<file path="config.mk">
export PLATFORM = sky130hd
export DESIGN_NAME = io_port_decoder
export DESIGN_NICKNAME = d
export VERILOG_FILES = /design/src/rtl/io_dec_pkg.sv /design/src/rtl/io_addr_match.sv /design/src/rtl/io_page_latch.sv /design/src/rtl/io_read_merge.sv /design/src/rtl/io_port_decoder.sv
export SDC_FILE = /design/constraint.sdc
export NUM_CORES = 1
export LEC_CHECK = 0
export BUFFER_PORTS_ARGS = -buffer_cell sky130_fd_sc_hd__buf_2
export CELL_PAD_IN_SITES_DETAIL_PLACEMENT = 0
export CELL_PAD_IN_SITES_GLOBAL_PLACEMENT = 2
export CORE_ASPECT_RATIO = 1.75
export CORE_MARGIN = 2
export CORE_UTILIZATION = 14
export DETAILED_ROUTE_END_ITERATION = 8
export PLACE_DENSITY_LB_ADDON = 0.1
export SLEW_MARGIN = 40
export SYNTH_ARGS = -nofsm -noshare
export SYNTH_HDL_FRONTEND = slang
export SYNTH_SLANG_ARGS = --single-unit
</file>
<file path="constraint.sdc">
create_clock -name clk -period 1.85 [get_ports clk]
set_input_delay 0.185 -clock clk [delete_from_list [all_inputs] [get_ports clk]]
set_output_delay 0.185 -clock clk [all_outputs]
set_load 0.05 [all_outputs]
</file>
<file path="src/rtl/io_dec_pkg.sv">
package io_dec_pkg;

    localparam int ADDR_W   = 16;
    localparam int DATA_W   = 8;
    localparam int LOCK_BIT = 5;
    localparam int N_RDDEV  = 3;

    typedef enum logic [2:0] {
        VAR_BASE    = 3'd0,
        VAR_BANKED  = 3'd1,
        VAR_BANKED2 = 3'd2,
        VAR_NEWER   = 3'd3,
        VAR_DISK    = 3'd4
    } variant_e;

    typedef struct packed {
        logic vid;
        logic page;
        logic snd_sel;
        logic snd_dat;
        logic fdc;
    } sel_t;

    function automatic logic is_banked(variant_e v);
        return v != VAR_BASE;
    endfunction

    function automatic logic uses_old_mask(variant_e v);
        return (v == VAR_BANKED) || (v == VAR_BANKED2);
    endfunction

    function automatic logic floats(variant_e v);
        return v <= VAR_BANKED2;
    endfunction

    function automatic logic page_hit(variant_e v, logic [ADDR_W-1:0] a);
        if (!is_banked(v))
            return 1'b0;
        if (uses_old_mask(v))
            return (a & 16'h8002) == 16'h0000;
        return (a & 16'hC002) == 16'h4000;
    endfunction

    function automatic logic snd_sel_hit(variant_e v, logic [ADDR_W-1:0] a);
        return is_banked(v) && ((a & 16'hC002) == 16'hC000);
    endfunction

    function automatic logic snd_dat_hit(variant_e v, logic [ADDR_W-1:0] a);
        return is_banked(v) && ((a & 16'hC002) == 16'h8000);
    endfunction

    function automatic logic fdc_hit(variant_e v, logic [ADDR_W-1:0] a);
        logic [ADDR_W-1:0] m;
        m = a & 16'hF002;
        return (v == VAR_DISK) && ((m == 16'h2000) || (m == 16'h3000));
    endfunction

endpackage

</file>
<file path="src/rtl/io_addr_match.sv">
module io_addr_match
    import io_dec_pkg::*;
#(
    parameter variant_e VARIANT = VAR_DISK
) (
    input  logic [ADDR_W-1:0]  addr,
    input  logic               wr_en,
    input  logic               rd_en,
    output sel_t               wsel,
    output logic [N_RDDEV-1:0] rhit
);
    logic any_en;
    assign any_en = wr_en | rd_en;

    always_comb begin
        wsel.vid     = wr_en & ~addr[0];
        wsel.page    = wr_en & page_hit(VARIANT, addr);
        wsel.snd_sel = wr_en & snd_sel_hit(VARIANT, addr);
        wsel.snd_dat = wr_en & snd_dat_hit(VARIANT, addr);
        wsel.fdc     = wr_en & fdc_hit(VARIANT, addr);
        // read responders: video, sound register port, floppy
        rhit[0] = rd_en & ~addr[0];
        rhit[1] = rd_en & snd_sel_hit(VARIANT, addr);
        rhit[2] = rd_en & fdc_hit(VARIANT, addr) & any_en;
    end
endmodule

</file>
<file path="src/rtl/io_page_latch.sv">
module io_page_latch
    import io_dec_pkg::*;
#(
    parameter int WIDTH = DATA_W,
    parameter int LOCK  = LOCK_BIT
) (
    input  logic             clk,
    input  logic             rst,
    input  logic             wr_hit,
    input  logic [WIDTH-1:0] wdata,
    output logic [WIDTH-1:0] page_q,
    output logic             locked
);
    logic take;
    assign take = wr_hit & ~locked;

    always_ff @(posedge clk) begin
        if (rst) begin
            page_q <= '0;
            locked <= 1'b0;
        end else if (take) begin
            page_q <= wdata;
            locked <= wdata[LOCK];
        end
    end
endmodule

</file>
<file path="src/rtl/io_read_merge.sv">
module io_read_merge
    import io_dec_pkg::*;
#(
    parameter int WIDTH = DATA_W,
    parameter int NDEV  = N_RDDEV
) (
    input  logic [NDEV-1:0]            hit,
    input  logic [NDEV-1:0][WIDTH-1:0] dev_data,
    input  logic                       float_en,
    input  logic [WIDTH-1:0]           float_data,
    output logic [WIDTH-1:0]           rdata
);
    logic [NDEV:0][WIDTH-1:0] acc;
    assign acc[0] = '1;

    for (genvar i = 0; i < NDEV; i++) begin : g_and
        assign acc[i+1] = hit[i] ? (acc[i] & dev_data[i]) : acc[i];
    end

    assign rdata = (float_en && hit == '0) ? float_data : acc[NDEV];
endmodule

</file>
<file path="src/rtl/io_port_decoder.sv">
module io_port_decoder
    import io_dec_pkg::*;
#(
    parameter variant_e VARIANT = VAR_DISK
) (
    input  logic              clk,
    input  logic              rst,
    input  logic [ADDR_W-1:0] addr,
    input  logic              wr_en,
    input  logic              rd_en,
    input  logic [DATA_W-1:0] wdata,
    input  logic [DATA_W-1:0] vid_rdata,
    input  logic [DATA_W-1:0] snd_rdata,
    input  logic [DATA_W-1:0] fdc_rdata,
    input  logic [DATA_W-1:0] float_rdata,
    output logic              vid_cs,
    output logic              page_cs,
    output logic              snd_sel_cs,
    output logic              snd_dat_cs,
    output logic              fdc_cs,
    output logic              fdc_reg,
    output logic [DATA_W-1:0] page_q,
    output logic              page_locked,
    output logic [DATA_W-1:0] rdata
);
    localparam logic FLOAT_EN = floats(VARIANT);

    sel_t               wsel;
    logic [N_RDDEV-1:0] rhit;

    io_addr_match #(.VARIANT(VARIANT)) u_match (
        .addr  (addr),
        .wr_en (wr_en),
        .rd_en (rd_en),
        .wsel  (wsel),
        .rhit  (rhit)
    );

    assign vid_cs     = wsel.vid | rhit[0];
    assign page_cs    = wsel.page;
    assign snd_sel_cs = wsel.snd_sel | rhit[1];
    assign snd_dat_cs = wsel.snd_dat;
    assign fdc_cs     = wsel.fdc | rhit[2];
    assign fdc_reg    = fdc_cs & addr[12];

    if (VARIANT == VAR_BASE) begin : g_no_page
        assign page_q      = '0;
        assign page_locked = 1'b0;
    end else begin : g_page
        io_page_latch #(.WIDTH(DATA_W), .LOCK(LOCK_BIT)) u_page (
            .clk    (clk),
            .rst    (rst),
            .wr_hit (wsel.page),
            .wdata  (wdata),
            .page_q (page_q),
            .locked (page_locked)
        );
    end

    io_read_merge #(.WIDTH(DATA_W), .NDEV(N_RDDEV)) u_merge (
        .hit        (rhit),
        .dev_data   ({fdc_rdata, snd_rdata, vid_rdata}),
        .float_en   (FLOAT_EN),
        .float_data (float_rdata),
        .rdata      (rdata)
    );
endmodule


</file>
==> out/metrics.cfg, run 1 <==
[outcome]
outcome=finished clean

[worst_setup_path]
worstPathCellList=buf_2 -> nand4b_1 -> o22a_1 -> o21a_1 -> buf_2
cp.required_ns=1.66
crit_top_cell=buf_2
end_kind=primary output
worstSetupPathType=input pin to primary output
cp_slowest_cell=nand4b_1
crit_path_max_incr_delay_ns=0.41
start_kind=input pin
crit_arrival_ns=1.33
worstPathMaxFanout=8

[global_routing]
grt_util_all_layers_pct=7.87
grt_pass1_wl_microns=2880
grt_max_degree=16
antenna_found_initial=0
grt_pass1_vias=715
grt_overflow=0

[pwr]
ir_drop_mv=0.368
p_per_area_mw_per_mm2=574
leakage_nw=0.453
finalPower_uw=569

[sta]
final.setup.tns_ns=0
hold_viol=0
final_max_slew_viol_count=0
relSlewSlack_pct=73.3
setup-violations-final=0
worst_slew_pin_slew_ns=0.398
skew_ns=0.000439
fin_crit_ns=1.51
rsz0062_at_grt=no
max_freq_ghz=0.661
timing.hold.ws_ns=0.202
fin_crit_sh_pct=81.8
setup_slack_ns=0.338

[final_layout]
drive_above_1_share_pct=57.9
syn2layout_area_growth_pct=67.4
regMostFlops=g_page.u_page.page_q
final_area_sq_um=991
biggestRegsByFlops=g_page.u_page.page_q (8)
diodes=0
fin_nets=188
largest_register_ffs=8

[placed_design]
place_congestion=0.625
dp_slack_ns=0.306
portBuffers=64
place_area_sq_um=950
dp_hpwl_microns=1640

[synthesis]
syn-instance-count=63
yosys-mux-area-fraction_pct=11.8
synthXorXnorAreaFrac_pct=0
synth_compound_gate_area_share_pct=22.8
synth_top_family_by_area=simple AND/OR/NAND/NOR gates
postSynth.asyncResetShare_pct=0
ys_ff_latch=8
synth_edf_count=0
yosysTopAreaCellShare_pct=27.1
yosys_warnings=0
yosys.area.top_type=dfxtp_1
synth_area_sq_um=592
synth_cell_type_count=19
synth_fa_ha_area_share_pct=0
yosys-top-cells-area=dfxtp_1, nand2b_1, mux2i_1, o22a_1, o21a_1
synth_common_cells=nand2b_1, dfxtp_1, o21a_1, o22a_1, mux2i_1
yosys.cell_count.top_type=nand2b_1
synth.net_count=123
synth-seq-area-share_pct=27.1
ys.flop_type=dfxtp_1
synth-simple-area-share_pct=33.8
syn_avg_cell_area_sq_um=9.39

[clocking]
tritoncts=built
clk_latency_ns=0.22
htree_levels=1
ctsHoldBuffers=0
path_clk_slew_ns=0.04
numClockSinks=8
root_buffer=clkbuf_8
clk_path_buf_depth=2
post_cts_buffers=0
cts_buffers=3
cts_resized=0

[drt]
wl_per_cell_microns=11.0
drt_iter0_drc=11
ant_nets=0
via_per_inst=4.00
route.detailed.drc=0
via_count=700
dr.pass1.iters=4
drt-total-wl_microns=1930

[die]
dieArea_sq_mm=0.00478
floorplan.die.height_microns=90.0
die_w_microns=53.2
io_pins=83
core_area_sq_mm=0.00411
start_util_pct=14.4
rows=31

[run]
cap_violations=0

[hold_path]
min-delay-path-class=input pin to flop

## critical path: cells and delay by family
| family | cells | cell delay, ns |
|---|---|---|
| buf+inv | 2 | 0.33 |
| simple gates | 1 | 0.41 |
| compound gates | 2 | 0.40 |
## stage by stage
stage          instances  utilization [%]
2_1_floorplan         63                -
3_3_place_gp         172             23.1
3_5_place_dp         172             23.1
4_1_cts              175             24.1
5_1_grt              175             24.1
6_report             175             24.1
## cell type report
cell class | instances | area, sq um
clock buffer | 3 | 41.3
fill | 471 | 3120
multi-input combinational | 51 | 408
sequential | 8 | 160
tap | 49 | 61.3
timing repair buffer | 64 | 320
## power by group
group          switching [mW]  leakage (nW)  total [mW]  internal, mW
registers             0.00222        0.0647       0.179         0.177
logic                   0.110         0.367       0.183        0.0723
clock network          0.0661        0.0216       0.207         0.141
total                   0.179         0.453       0.569         0.390
## layout by cell type, fill, tap and decap left out, drive strengths merged
cell type and instances:
o21a 8, o22a 8, nor2 3, nand2 1
and4bb 3, and2 1, nand4b 1, clkbuf 3
nor4b 1, nor2b 2, a21oi 1, nand2b 15
mux2i 7, dfxtp 8, buf 64
## routing by layer
layer  vias up  global-route usage [%]  routed length [microns]
li1        355                       -                        -
met1       299                    6.44                      647
met2        44                    15.8                     1060
met3         2                    1.16                      201
met4         0                    4.49                       19
met5         -                       0                        0
## cells by family (layout without fill, tap and decap cells)
logic type,count (synthesis),in the layout
and+or+nand+nor,27,27
AOI/OAI and AO/OA,17,17
DFF,8,8
muxes,7,7
buffers and inverters,4,67
## path summary, 6_finish.rpt
check | from | endpoint | slack, ns | depth (start not counted)
worst max register to register | g_page.u_page.page_q[5] | g_page.u_page.page_q[6] | 0.94 | 2
worst min-delay path | wdata[5] | g_page.u_page.page_q[5] | 0.20 | 3
worst min register to register | g_page.u_page.page_q[3] | g_page.u_page.page_q[3] | 0.47 | 2
worst max-delay path | addr[1] | rdata[6] | 0.34 | 5
Power figures use the tool's default switching activity.
==> inputs of run 2 (changes only) <==
--- a/config.mk
+++ b/config.mk
@@ -5,12 +5,13 @@
 export SDC_FILE = /design/constraint.sdc
 export NUM_CORES = 1
 export LEC_CHECK = 0
+export ABC_AREA = 1
 export BUFFER_PORTS_ARGS = -buffer_cell sky130_fd_sc_hd__buf_2
 export CELL_PAD_IN_SITES_DETAIL_PLACEMENT = 0
 export CELL_PAD_IN_SITES_GLOBAL_PLACEMENT = 2
 export CORE_ASPECT_RATIO = 1.75
 export CORE_MARGIN = 2
-export CORE_UTILIZATION = 14
+export CORE_UTILIZATION = 13
 export DETAILED_ROUTE_END_ITERATION = 8
 export PLACE_DENSITY_LB_ADDON = 0.1
 export SLEW_MARGIN = 40
==> constraint.sdc (replaced) <==
create_clock -name clk -period 1.36 [get_ports clk]
set_input_delay 0.136 -clock clk [delete_from_list [all_inputs] [get_ports clk]]
set_output_delay 0.136 -clock clk [all_outputs]
set_load 0.05 [all_outputs]
==> run 2 against run 1 <==
Compared with the run above: clock power is 41% higher; critical path depth is 3 higher; setup slack got worse by 0.17 ns; combinational power up 79%; die area grew 42%; final area increased by 28%; final cell count up 65%; worst hold slack got worse by 0.12 ns; critical endpoint unchanged; utilization is 2.6 points lower; power is 52% higher.
==> out/metrics.cfg, run 2 <==
[synthesis]
synth_common_cells=inv_1, nand2_1, nor2_1
synth_area_sq_um=796  ; +34%
yosys_warnings=0  ; unchanged
postSynth.asyncResetShare_pct=0  ; unchanged
synth.net_count=203  ; +65%
ys_ff_latch=8  ; unchanged
yosys.cell_count.top_type=inv_1
syn_avg_cell_area_sq_um=5.56  ; -41%
yosysTopAreaCellShare_pct=20.1  ; -6.9 points
ys.flop_type=dfxtp_1
synth_cell_type_count=18  ; -1
synth_edf_count=0  ; unchanged
synth-seq-area-share_pct=20.1  ; -6.9 points
yosys-top-cells-area=dfxtp_1, inv_1, nand2_1, nand4_1, nor2_1
yosys.area.top_type=dfxtp_1
syn-instance-count=143  ; +130%

[placed_design]
dp_cells=285  ; +66%
place_congestion=0.681  ; +9.1%
dp_slack_ns=0.135  ; -0.171 ns
portBuffers=64  ; unchanged
place_area_sq_mm=0.00122  ; +29%
dp_hpwl_microns=2600  ; +58%

[final_layout]
biggestRegsByFlops=g_page.u_page.page_q (8)
final_cells=288  ; +65%
final_cell_mix=buf_2, inv_1, nand2_1
diodes=0  ; unchanged
syn2layout_area_growth_pct=59.0
drive_above_1_share_pct=42.9  ; -15 points
final_common_cell=buf_2
final_area_sq_mm=0.00126  ; +28%
regMostFlops=g_page.u_page.page_q
largest_register_ffs=8  ; unchanged
fin_nets=272  ; +45%
finish.utilization_pct=21.5  ; -2.6 points

[pwr]
finalPower_uw=866  ; +52%
p_per_area_mw_per_mm2=685  ; +19%
leakage_nw=0.756  ; +67%
ir_drop_mv=0.169  ; -54%

[clocking]
tritoncts=built
post_cts_buffers=0  ; unchanged
path_clk_slew_ns=0.04  ; about the same
clk_path_buf_depth=2  ; unchanged
clk_latency_ns=0.23  ; about the same
cts_buffers=3  ; unchanged
cts_resized=0  ; unchanged
root_buffer=clkbuf_8
numClockSinks=8  ; unchanged
ctsHoldBuffers=0  ; unchanged
htree_levels=1  ; unchanged

[sta]
rsz0062_at_grt=no
timing.hold.ws_ns=0.0800  ; -0.122 ns
fin_crit_sh_pct=87.8
skew_ns=0.00469  ; +0.00425 ns
setup-violations-final=0  ; unchanged
worst_slew_pin_slew_ns=0.296  ; -0.103 ns
hold_viol=0  ; unchanged
final.setup.tns_ns=0  ; unchanged
relSlewSlack_pct=80.2  ; +6.9 points
final_max_slew_viol_count=0  ; unchanged
setup_slack_ns=0.166  ; -0.172 ns
max_freq_ghz=0.837
fin_crit_ns=1.19

[global_routing]
grt_util_all_layers_pct=9.43  ; +1.6 points
grt_pass1_vias=1073  ; +50%
grt_max_degree=13  ; -3
antenna_found_initial=0  ; unchanged
grt_pass1_wl_microns=5000  ; +73%
grt_overflow=0  ; unchanged

[worst_setup_path]
r2r_end=g_page.u_page.page_q[1]
crit_start=rd_en
crit_arrival_ns=1.06  ; -0.27 ns
worstSetupPathType=input pin to primary output
worstPathMaxFanout=12  ; +4
start_kind=input pin
end_kind=primary output
rrSetupSlack_ns=0.27  ; -0.67 ns
reg2reg_depth=5  ; +3
endpoint=rdata[6]
cp.required_ns=1.22  ; -0.44 ns
rr_startpoint=g_page.u_page.page_q[5]

[outcome]
outcome=finished clean

[drt]
wl_per_cell_microns=10.5  ; -4.9%
via_per_inst=3.54  ; -11%
ant_nets=0  ; unchanged
via_count=1020  ; +46%
drt_iter0_drc=20  ; +9
route.detailed.drc=0  ; unchanged
dr.pass1.iters=4  ; unchanged
drt-total-wl_microns=3020  ; +57%

[die]
die_w_microns=63.1  ; +19%
core_area_sq_mm=0.00588  ; +43%
io_pins=83  ; unchanged
floorplan.die.height_microns=108  ; +19%
rows=37  ; +19%
dieArea_sq_mm=0.00679  ; +42%
start_util_pct=13.5  ; -0.86 points

[run]
cap_violations=0  ; unchanged

[hold_path]
min-delay-path-class=input pin to flop
hp-start=rst

==> run 2: cell count changes in the layout (fill, tap and decap cells not counted), sizes merged, moves of 7 or more <==
| cell | delta |
|---|---|
| inv | +42 |
| o22a | -8 |
| nand2b | -15 |
| o21a | -8 |
| mux2i | -7 |
| nand2 | +33 |
| nor2 | +28 |
| nand4 | +15 |
==> run 2: how the worst min path moves through the flow <==
stage                         endpoint  cells after the start
2_1_floorplan  g_page.u_page.page_q[5]                      1
3_3_place_gp   g_page.u_page.page_q[5]                      2
3_5_place_dp   g_page.u_page.page_q[5]                      2
4_1_cts        g_page.u_page.page_q[5]                      2
5_1_grt        g_page.u_page.page_q[5]                      2
6_report       g_page.u_page.page_q[5]                      2
==> run 2: area by class of cell <==
type | count | area [sq um]
clock buffer | 3 | 41.3
fill | 725 | 4610
inverter | 43 | 161
multi-input combinational | 88 | 453
sequential | 8 | 161
tap | 78 | 97.6
timing repair buffer | 68 | 350
==> run 2: per-layer routing <==
metal	wire length [microns]	track usage, %	vias up
met5	0	0	-
met2	1780	19.8	39
met4	21	3.81	0
li1	-	-	555
met1	1040	8.80	424
met3	182	1.05	2
==> run 2: cells by family (layout without fill, tap and decap cells) <==
group | Yosys count | in the layout | share of synthesized area (%)
AO/OA/AOI/OAI | 1 | 1 | 0.628
buffers and inverters | 47 | 114 | 24.2
flip-flops | 8 | 8 | 20.1
AND/OR/NAND/NOR | 87 | 87 | 55.0
==> run 2: worst max-delay path, cell delays in order <==
cell and delay, ns:
buf_2 0.19, inv_1 0.09, nor2_2 0.03, buf_4 0.15
nand2_1 0.06, nand2_1 0.05, nor2_1 0.08, buf_2 0.27
==> run 2: where the power goes <==
part           total, mW  switching (mW)  leakage, nW  internal (mW)
Combinational      0.327           0.223        0.669          0.104
Sequential         0.247         0.00368       0.0655          0.244
Clock              0.292          0.0994       0.0216          0.192
